--- src/rtl/qc_pkg.sv ---
// Shared types for the quad output channel controller.
// Assumes a 2-bit command field per channel.
package qc_pkg;
    typedef enum logic [1:0] {
        CMD_STBY = 2'b00,   // off, diagnostics off, clears faults
        CMD_PAR  = 2'b01,   // follow parallel pin
        CMD_ON   = 2'b10,   // forced on
        CMD_OFF  = 2'b11    // off, diagnostics on unless quiet
    } cmd_e;
endpackage

--- src/rtl/qc_sync2.sv ---
// Two-flop synchronizer for a vector of asynchronous comparator bits.
// Assumes each bit is independent (no bus coherency needed).
module qc_sync2 #(
    parameter int unsigned W = 4
) (
    input  logic         clk,
    input  logic         rst_n,
    input  logic [W-1:0] d,
    output logic [W-1:0] q
);
    logic [W-1:0] meta;

    // Two register stages; reset to the inactive level.
    always_ff @(posedge clk) begin
        if (!rst_n) begin
            meta <= '0;
            q    <= '0;
        end else begin
            meta <= d;
            q    <= meta;
        end
    end
endmodule

--- src/rtl/qc_persist.sv ---
// Persistence filter: pulses hit on the LIMIT-th consecutive tick with cond high.
// Assumes LIMIT >= 1; the count restarts whenever cond drops or clr is high.
module qc_persist #(
    parameter int unsigned LIMIT = 15
) (
    input  logic clk,
    input  logic rst_n,
    input  logic clr,
    input  logic tick,
    input  logic cond,
    output logic hit
);
    localparam int unsigned CW = $clog2(LIMIT + 1);
    localparam logic [CW-1:0] LAST = CW'(LIMIT - 1);

    logic [CW-1:0] cnt;

    assign hit = cond & tick & (cnt == LAST);

    // Count ticks while the condition holds, saturating at the last value.
    always_ff @(posedge clk) begin
        if (!rst_n || clr || !cond)
            cnt <= '0;
        else if (tick && cnt != LAST)
            cnt <= cnt + 1'b1;
    end
endmodule

--- src/rtl/qc_chan.sv ---
// One output channel: command decode, diagnostic-current gating,
// fault latching and clearing, limp-home override.
// Assumes comparator inputs are already synchronized; all outputs registered.
module qc_chan
    import qc_pkg::*;
#(
    parameter int unsigned OVL_TICKS = 15,
    parameter int unsigned OL_TICKS  = 115
) (
    input  logic clk,
    input  logic rst_n,
    input  logic tick,
    input  logic en,
    input  logic limp,
    input  logic limp_exit,
    input  cmd_e cmd,
    input  logic par,
    input  logic ovl_s,
    input  logic otemp_s,
    input  logic open_s,
    output logic gate_on,
    output logic diag_en,
    output logic flt_ol,
    output logic flt_d
);
    logic active, gclr, clr, ovl_hit, ol_hit;
    logic quiet, quiet_nxt, d_nxt, ol_nxt, want, gate_nxt, diag_nxt;

    assign active = en & ~limp;
    assign gclr   = (~en & ~limp) | limp_exit;
    assign clr    = gclr | (active & (cmd == CMD_STBY));

    qc_persist #(.LIMIT(OVL_TICKS)) ovl_flt_i (
        .clk(clk), .rst_n(rst_n), .clr(clr), .tick(tick),
        .cond(ovl_s & gate_on), .hit(ovl_hit)
    );

    qc_persist #(.LIMIT(OL_TICKS)) ol_flt_i (
        .clk(clk), .rst_n(rst_n), .clr(clr), .tick(tick),
        .cond(open_s & ~gate_on & diag_en), .hit(ol_hit)
    );

    // Next-state of the flags, the quiet bit and the drive outputs.
    always_comb begin
        d_nxt     = clr ? 1'b0 : (flt_d | ovl_hit | otemp_s);
        ol_nxt    = clr ? 1'b0 : (flt_ol | ol_hit);
        quiet_nxt = gclr ? 1'b1 : ((active && cmd != CMD_OFF) ? 1'b0 : quiet);
        if (limp)
            want = par;
        else if (active)
            want = (cmd == CMD_ON) | ((cmd == CMD_PAR) & par);
        else
            want = 1'b0;
        gate_nxt = want & ~d_nxt;
        if (limp)
            diag_nxt = ~gate_nxt;
        else if (active && cmd == CMD_PAR)
            diag_nxt = ~gate_nxt;
        else if (active && cmd == CMD_OFF)
            diag_nxt = ~quiet_nxt;
        else
            diag_nxt = 1'b0;
    end

    // State registers; reset leaves the channel off and quiet.
    always_ff @(posedge clk) begin
        if (!rst_n) begin
            flt_d   <= 1'b0;
            flt_ol  <= 1'b0;
            quiet   <= 1'b1;
            gate_on <= 1'b0;
            diag_en <= 1'b0;
        end else begin
            flt_d   <= d_nxt;
            flt_ol  <= ol_nxt;
            quiet   <= quiet_nxt;
            gate_on <= gate_nxt;
            diag_en <= diag_nxt;
        end
    end
endmodule

--- src/rtl/quad_lsd_chan_ctrl.sv ---
// Top: synchronizes the comparator inputs, detects limp-home exit and
// instantiates NCH channel controllers.
// Assumes en, limp, cmd, par_in and tick are synchronous to clk.
module quad_lsd_chan_ctrl #(
    parameter int unsigned NCH       = 4,
    parameter int unsigned OVL_TICKS = 15,
    parameter int unsigned OL_TICKS  = 115
) (
    input  logic             clk,
    input  logic             rst_n,
    input  logic             tick,
    input  logic             en,
    input  logic             limp,
    input  logic [2*NCH-1:0] cmd,
    input  logic [NCH-1:0]   par_in,
    input  logic [NCH-1:0]   ovl_raw,
    input  logic [NCH-1:0]   otemp_raw,
    input  logic [NCH-1:0]   open_raw,
    output logic [NCH-1:0]   gate_on,
    output logic [NCH-1:0]   diag_en,
    output logic [NCH-1:0]   flt_ol,
    output logic [NCH-1:0]   flt_d
);
    localparam int unsigned SW = 3 * NCH;

    logic [SW-1:0]  raw_s;
    logic [NCH-1:0] ovl_s, otemp_s, open_s;
    logic           limp_q;

    qc_sync2 #(.W(SW)) sync_i (
        .clk(clk), .rst_n(rst_n),
        .d({open_raw, otemp_raw, ovl_raw}), .q(raw_s)
    );
    assign ovl_s   = raw_s[NCH-1:0];
    assign otemp_s = raw_s[2*NCH-1:NCH];
    assign open_s  = raw_s[3*NCH-1:2*NCH];

    // Previous limp level for exit detection.
    always_ff @(posedge clk) begin
        if (!rst_n) limp_q <= 1'b0;
        else        limp_q <= limp;
    end

    for (genvar i = 0; i < NCH; i++) begin : g_ch
        qc_chan #(.OVL_TICKS(OVL_TICKS), .OL_TICKS(OL_TICKS)) ch_i (
            .clk(clk), .rst_n(rst_n), .tick(tick), .en(en), .limp(limp),
            .limp_exit(limp_q & ~limp),
            .cmd(qc_pkg::cmd_e'(cmd[2*i +: 2])),
            .par(par_in[i]), .ovl_s(ovl_s[i]), .otemp_s(otemp_s[i]),
            .open_s(open_s[i]),
            .gate_on(gate_on[i]), .diag_en(diag_en[i]),
            .flt_ol(flt_ol[i]), .flt_d(flt_d[i])
        );
    end
endmodule

--- config.mk ---
export PLATFORM = sky130hd
export DESIGN_NAME = quad_lsd_chan_ctrl
export DESIGN_NICKNAME = d
export VERILOG_FILES = /design/src/rtl/qc_pkg.sv /design/src/rtl/qc_sync2.sv /design/src/rtl/qc_persist.sv /design/src/rtl/qc_chan.sv /design/src/rtl/quad_lsd_chan_ctrl.sv
export SDC_FILE = /design/constraint.sdc
export NUM_CORES = 1
export LEC_CHECK = 0
export BUFFER_PORTS_ARGS = -buffer_cell sky130_fd_sc_hd__buf_2
export CORE_UTILIZATION = 30
export DETAILED_ROUTE_END_ITERATION = 10
export PLACE_DENSITY = 0.56
export SYNTH_ARGS = -nofsm -noshare
export SYNTH_HDL_FRONTEND = slang
export SYNTH_SLANG_ARGS = --single-unit
--- constraint.sdc ---
create_clock -name clk -period 1.89 [get_ports clk]
set_clock_uncertainty 0.1 [all_clocks]
set_input_delay 0.0945 -clock clk [delete_from_list [all_inputs] [get_ports clk]]
set_output_delay 0.0945 -clock clk [all_outputs]
set_load 0.01 [all_outputs]
==> qor.log <==
qor: critical_path.crit_type register to register
qor: critical_path.crit-reg2reg-launch g_ch[2].ch_i.ovl_flt_i.cnt[0]
qor: detailed_routing.ant_nets 0
qor: grt.grt_util_all_layers 12.3%
qor: critical_path.worst-path-max-fanout 6
qor: timing.final.setup.tns 0 ns
qor: clock_network.cts_tree yes
qor: yosys.synth_xor_area_share 6.93%
qor: critical_path.critPathCaptureType register
qor: critical_path.reg2reg_setup_slack 0.31 ns
qor: yosys.syn_area 4050 µm²
qor: clock_network.clock_sinks 89
qor: clock_network.cts.reportedPaths.clkPinSlew 0.07 ns
qor: critical_path.worst_setup_path_start_kind register
qor: grt.grt.overflow.total 0
qor: grt.first_global_vias 2938
qor: detailed_routing.route.detailed.vias_per_inst 4.49
qor: timing.hold_viol_final 0
qor: detailed_routing.routedWlPerCell 11.8 µm
qor: yosys.synth.largest_area_cell sky130_fd_sc_hd__dfxtp_1
qor: clock_network.cts_htree_levels 3
qor: yosys.synth_cell_type_count 41
qor: critical_path.worst_r2r_endpoint g_ch[2].ch_i.gate_on
qor: min_path.min_path_type input port to register
qor: detailed_routing.route.vias.total 2978
qor: final_layout.layout.nets 527
qor: min_path.holdCritStartpoint cmd[0]
qor: timing.achievable-frequency 635 MHz
qor: floorplanning.initial_standard_cell_utilization_of_the_core 30.7%
qor: placement.port_buffer_cells 44
qor: placement.hpwl 5520 µm
qor: detailed_routing.drt_pre_antenna_iters 5
qor: yosys.area_fraction_in_compound_gates_after_synthesis 12.1%
qor: critical_path.reg2regPathDepth 6
qor: clock_network.post_cts.resized_instances 0
qor: floorplanning.std_cell_rows 42
qor: grt.grt_pass1_wl 13400 µm
qor: yosys.yosys-top-cells-area sky130_fd_sc_hd__dfxtp_1, sky130_fd_sc_hd__nor2_1, sky130_fd_sc_hd__ha_1
qor: floorplanning.core_ar 13200 µm²
qor: floorplanning.io_pins 45
qor: final_layout.antenna-diode-count 0
qor: clock_network.clk_path_buf_depth 2
qor: detailed_routing.drt_iter0_drc 116
qor: min_path.hold-path-endpoint g_ch[0].ch_i.quiet
qor: clock_network.clk-insertion-delay-late 0.35 ns
qor: yosys.yosys.area.top_type_share 44.0%
qor: floorplanning.die_width 118 µm
qor: timing.fin_crit_sh 83.4%
qor: timing.tightestPinTransition 0.686 ns
qor: job.max_cap_violations 0
qor: placement.weighted_congestion_at_the_end_of_routability_driven_global_placement 0.744
qor: final_layout.final_core_util 36.5%
qor: yosys.synth_fp_nets 475
qor: critical_path.required 2.04 ns
qor: yosys.ys_seq_elements 89
qor: critical_path.cp_data_arrival_time 1.72 ns
qor: yosys.asyncSetResetFlopFracSynth 0%
qor: final_layout.layout-area-overhead-vs-synth 19.0%
qor: floorplanning.floorplan.die.height 118 µm
qor: yosys.yosysWarningCount 0
qor: floorplanning.dieArea 14000 µm²
qor: timing.setup_viol_count_final 0
qor: timing.grt_setup_unrepaired false
qor: clock_network.numCtsBuffers 9
qor: yosys.synth_edf_count 0
qor: detailed_routing.route.final.wire_length 7810 µm
qor: min_path.hold_path_depth 4
qor: power_and_ir_drop.pwr_density_cell 804 nW/µm²
qor: timing.timing_max_transition_violations_final 0
qor: outcome.run_status finished, final reports clean
qor: power_and_ir_drop.max_rail_drop_vdd 0.000548 V
qor: yosys.synthMostInstantiatedCell sky130_fd_sc_hd__dfxtp_1
qor: yosys.synth.avg_cell_area 9.41 µm²
qor: clock_network.clock_tree.root_cell sky130_fd_sc_hd__clkbuf_16
qor: yosys.synth.area.mux_share 0%
qor: final_layout.final_layout_size_suffix_gt1_share 18.1%
qor: detailed_routing.drc_errors 0
qor: yosys.synthCells 430
qor: power_and_ir_drop.cellLeakagePower 1.87 nW
qor: grt.initial_antenna_violation_count 0
qor: yosys.synth-simple-area-share 25.8%
qor: grt.largest_net_degree_at_the_start_of_global_routing 49
qor: timing.timing.final.crit_period 1.58 ns
qor: timing.timing.max_slew.rel_slack 53.8%
qor: yosys.yosys-top-cells-count sky130_fd_sc_hd__dfxtp_1, sky130_fd_sc_hd__nor2_1, sky130_fd_sc_hd__nand2_1, sky130_fd_sc_hd__and2_1
qor: yosys.synthAdderAreaFrac 4.95%
qor: yosys.yosysSeqAreaShare 44.0%
qor: yosys.ys.flop_type sky130_fd_sc_hd__dfxtp_1
qor: yosys.largest_family_of_logic_cells_by_synthesized_area simple AND/OR/NAND/NOR gates
[repair_timing]
item                                    in CTS  in global routing
setup buffers                                0                  0
hold buffers                                20                  0
endpoints found under the setup margin       0                  0
endpoints found under the hold margin       16                  0
[power breakdown]
| group | internal, mW | total, mW | switching (mW) |
|---|---|---|---|
| combinational | 0.139 | 0.289 | 0.150 |
| sequential | 1.92 | 1.94 | 0.0229 |
| clock | 0.887 | 1.64 | 0.750 |
| total | 2.95 | 3.87 | 0.923 |
[sequential cells by signal (all words and copies together), names as in the netlist]
| register | flops |
|---|---|
| g_ch.ch_i.ol_flt_i.cnt | 28 |
| g_ch.ch_i.ovl_flt_i.cnt | 16 |
| sync_i.meta | 12 |
| sync_i.q | 12 |
| g_ch.ch_i.diag_en | 4 |
| g_ch.ch_i.flt_d | 4 |
| g_ch.ch_i.flt_ol | 4 |
| g_ch.ch_i.gate_on | 4 |
| g_ch.ch_i.quiet | 4 |
| limp_q | 1 |
[routing by layer]
metal	vias to the layer above	track usage (%)	wire (µm)
li1	1552	-	-
met1	1369	14.3	3630
met2	43	20.3	3730
met3	14	3.67	283
met4	0	6.41	167
met5	-	0	0
[through the flow]
step | total power [mW] | hold slack [ns] | worst slack (ns) | area (µm²) | std cells
finish | 3.87 | 0.0228 | 0.314 | 4810 | 663
floorplan | 2.17 | 0.122 | 0.514 | 4050 | 430
CTS | 3.94 | 0.0104 | 0.292 | 4810 | 663
detailed placement | 2.25 | 0.205 | 0.318 | 4340 | 627
global route | 4.05 | 0.0579 | 0.121 | 4810 | 663
global placement | 2.24 | 0.200 | 0.403 | 4340 | 627
[cells in the final DEF, fill, tap and decap left out, types with 2 or more instances in the layout]
| cell type | instances |
|---|---|
| sky130_fd_sc_hd__clkinvlp_4 | 3 |
| sky130_fd_sc_hd__a41oi_1 | 4 |
| sky130_fd_sc_hd__buf_4 | 5 |
| sky130_fd_sc_hd__nand3_2 | 4 |
| sky130_fd_sc_hd__clkinv_2 | 3 |
| sky130_fd_sc_hd__a211oi_2 | 3 |
| sky130_fd_sc_hd__or2_0 | 4 |
| sky130_fd_sc_hd__nor4_1 | 4 |
| sky130_fd_sc_hd__nor2_1 | 59 |
| sky130_fd_sc_hd__nand4_2 | 2 |
| sky130_fd_sc_hd__inv_1 | 13 |
| sky130_fd_sc_hd__nand2_1 | 43 |
| sky130_fd_sc_hd__o21a_1 | 4 |
| sky130_fd_sc_hd__o32ai_1 | 4 |
| sky130_fd_sc_hd__buf_2 | 44 |
| sky130_fd_sc_hd__dfxtp_1 | 89 |
| sky130_fd_sc_hd__o21bai_4 | 4 |
| sky130_fd_sc_hd__o21ai_0 | 9 |
| sky130_fd_sc_hd__nand4_4 | 2 |
| sky130_fd_sc_hd__a21oi_1 | 5 |
| sky130_fd_sc_hd__dlygate4sd3_1 | 20 |
| sky130_fd_sc_hd__and3b_1 | 4 |
| sky130_fd_sc_hd__nand3_1 | 17 |
| sky130_fd_sc_hd__and2_1 | 30 |
| sky130_fd_sc_hd__xor2_1 | 20 |
| sky130_fd_sc_hd__o41a_1 | 3 |
| sky130_fd_sc_hd__clkbuf_16 | 9 |
| sky130_fd_sc_hd__ha_1 | 16 |
| sky130_fd_sc_hd__a21o_1 | 4 |
| sky130_fd_sc_hd__a31oi_1 | 4 |
| sky130_fd_sc_hd__nor3b_1 | 4 |
| sky130_fd_sc_hd__nand4_1 | 8 |
| sky130_fd_sc_hd__and3_1 | 11 |
| sky130_fd_sc_hd__a311oi_2 | 4 |
| sky130_fd_sc_hd__xnor2_1 | 12 |
| sky130_fd_sc_hd__a22oi_1 | 4 |
[area by class of cell]
class	instances	area (µm²)
Clock buffer	9	225
Clock inverter	7	46.3
Fill cell	1339	8380
Inverter	13	48.8
Multi-Input combinational cell	299	2010
Sequential cell	89	1780
Tap cell	176	220
Timing Repair Buffer	70	478
[cells by family after synthesis]
| kind of cell | after synthesis |
|---|---|
| simple gates | 198 |
| xor+xnor | 32 |
| compound gates | 53 |
| fa+ha+maj | 16 |
| flops | 89 |
| buf+inv | 42 |
[worst max-delay path, cell delays in order, from the launching register on]
cell and delay, ns:
sky130_fd_sc_hd__dfxtp_1 0.32, sky130_fd_sc_hd__inv_1 0.10, sky130_fd_sc_hd__ha_1 0.15, sky130_fd_sc_hd__nand3_1 0.19, sky130_fd_sc_hd__o21ai_0 0.30, sky130_fd_sc_hd__a22oi_1 0.14, sky130_fd_sc_hd__and2_1 0.17
[worst max-delay path by stage]
stage / startpoint / end / cells past startpoint
5_1_grt: g_ch[2].ch_i.ovl_flt_i.cnt[0] / g_ch[2].ch_i.gate_on / 6
3_3_place_gp: tick / g_ch[0].ch_i.ol_flt_i.cnt[6] / 6
4_1_cts: g_ch[2].ch_i.ovl_flt_i.cnt[0] / g_ch[2].ch_i.gate_on / 6
3_5_place_dp: g_ch[2].ch_i.ovl_flt_i.cnt[0] / g_ch[2].ch_i.gate_on / 6
6_report: g_ch[2].ch_i.ovl_flt_i.cnt[0] / g_ch[2].ch_i.gate_on / 6
2_1_floorplan: g_ch[0].ch_i.ovl_flt_i.cnt[0] / g_ch[0].ch_i.gate_on / 6
Note: power is estimated with default switching activity, not from simulation.
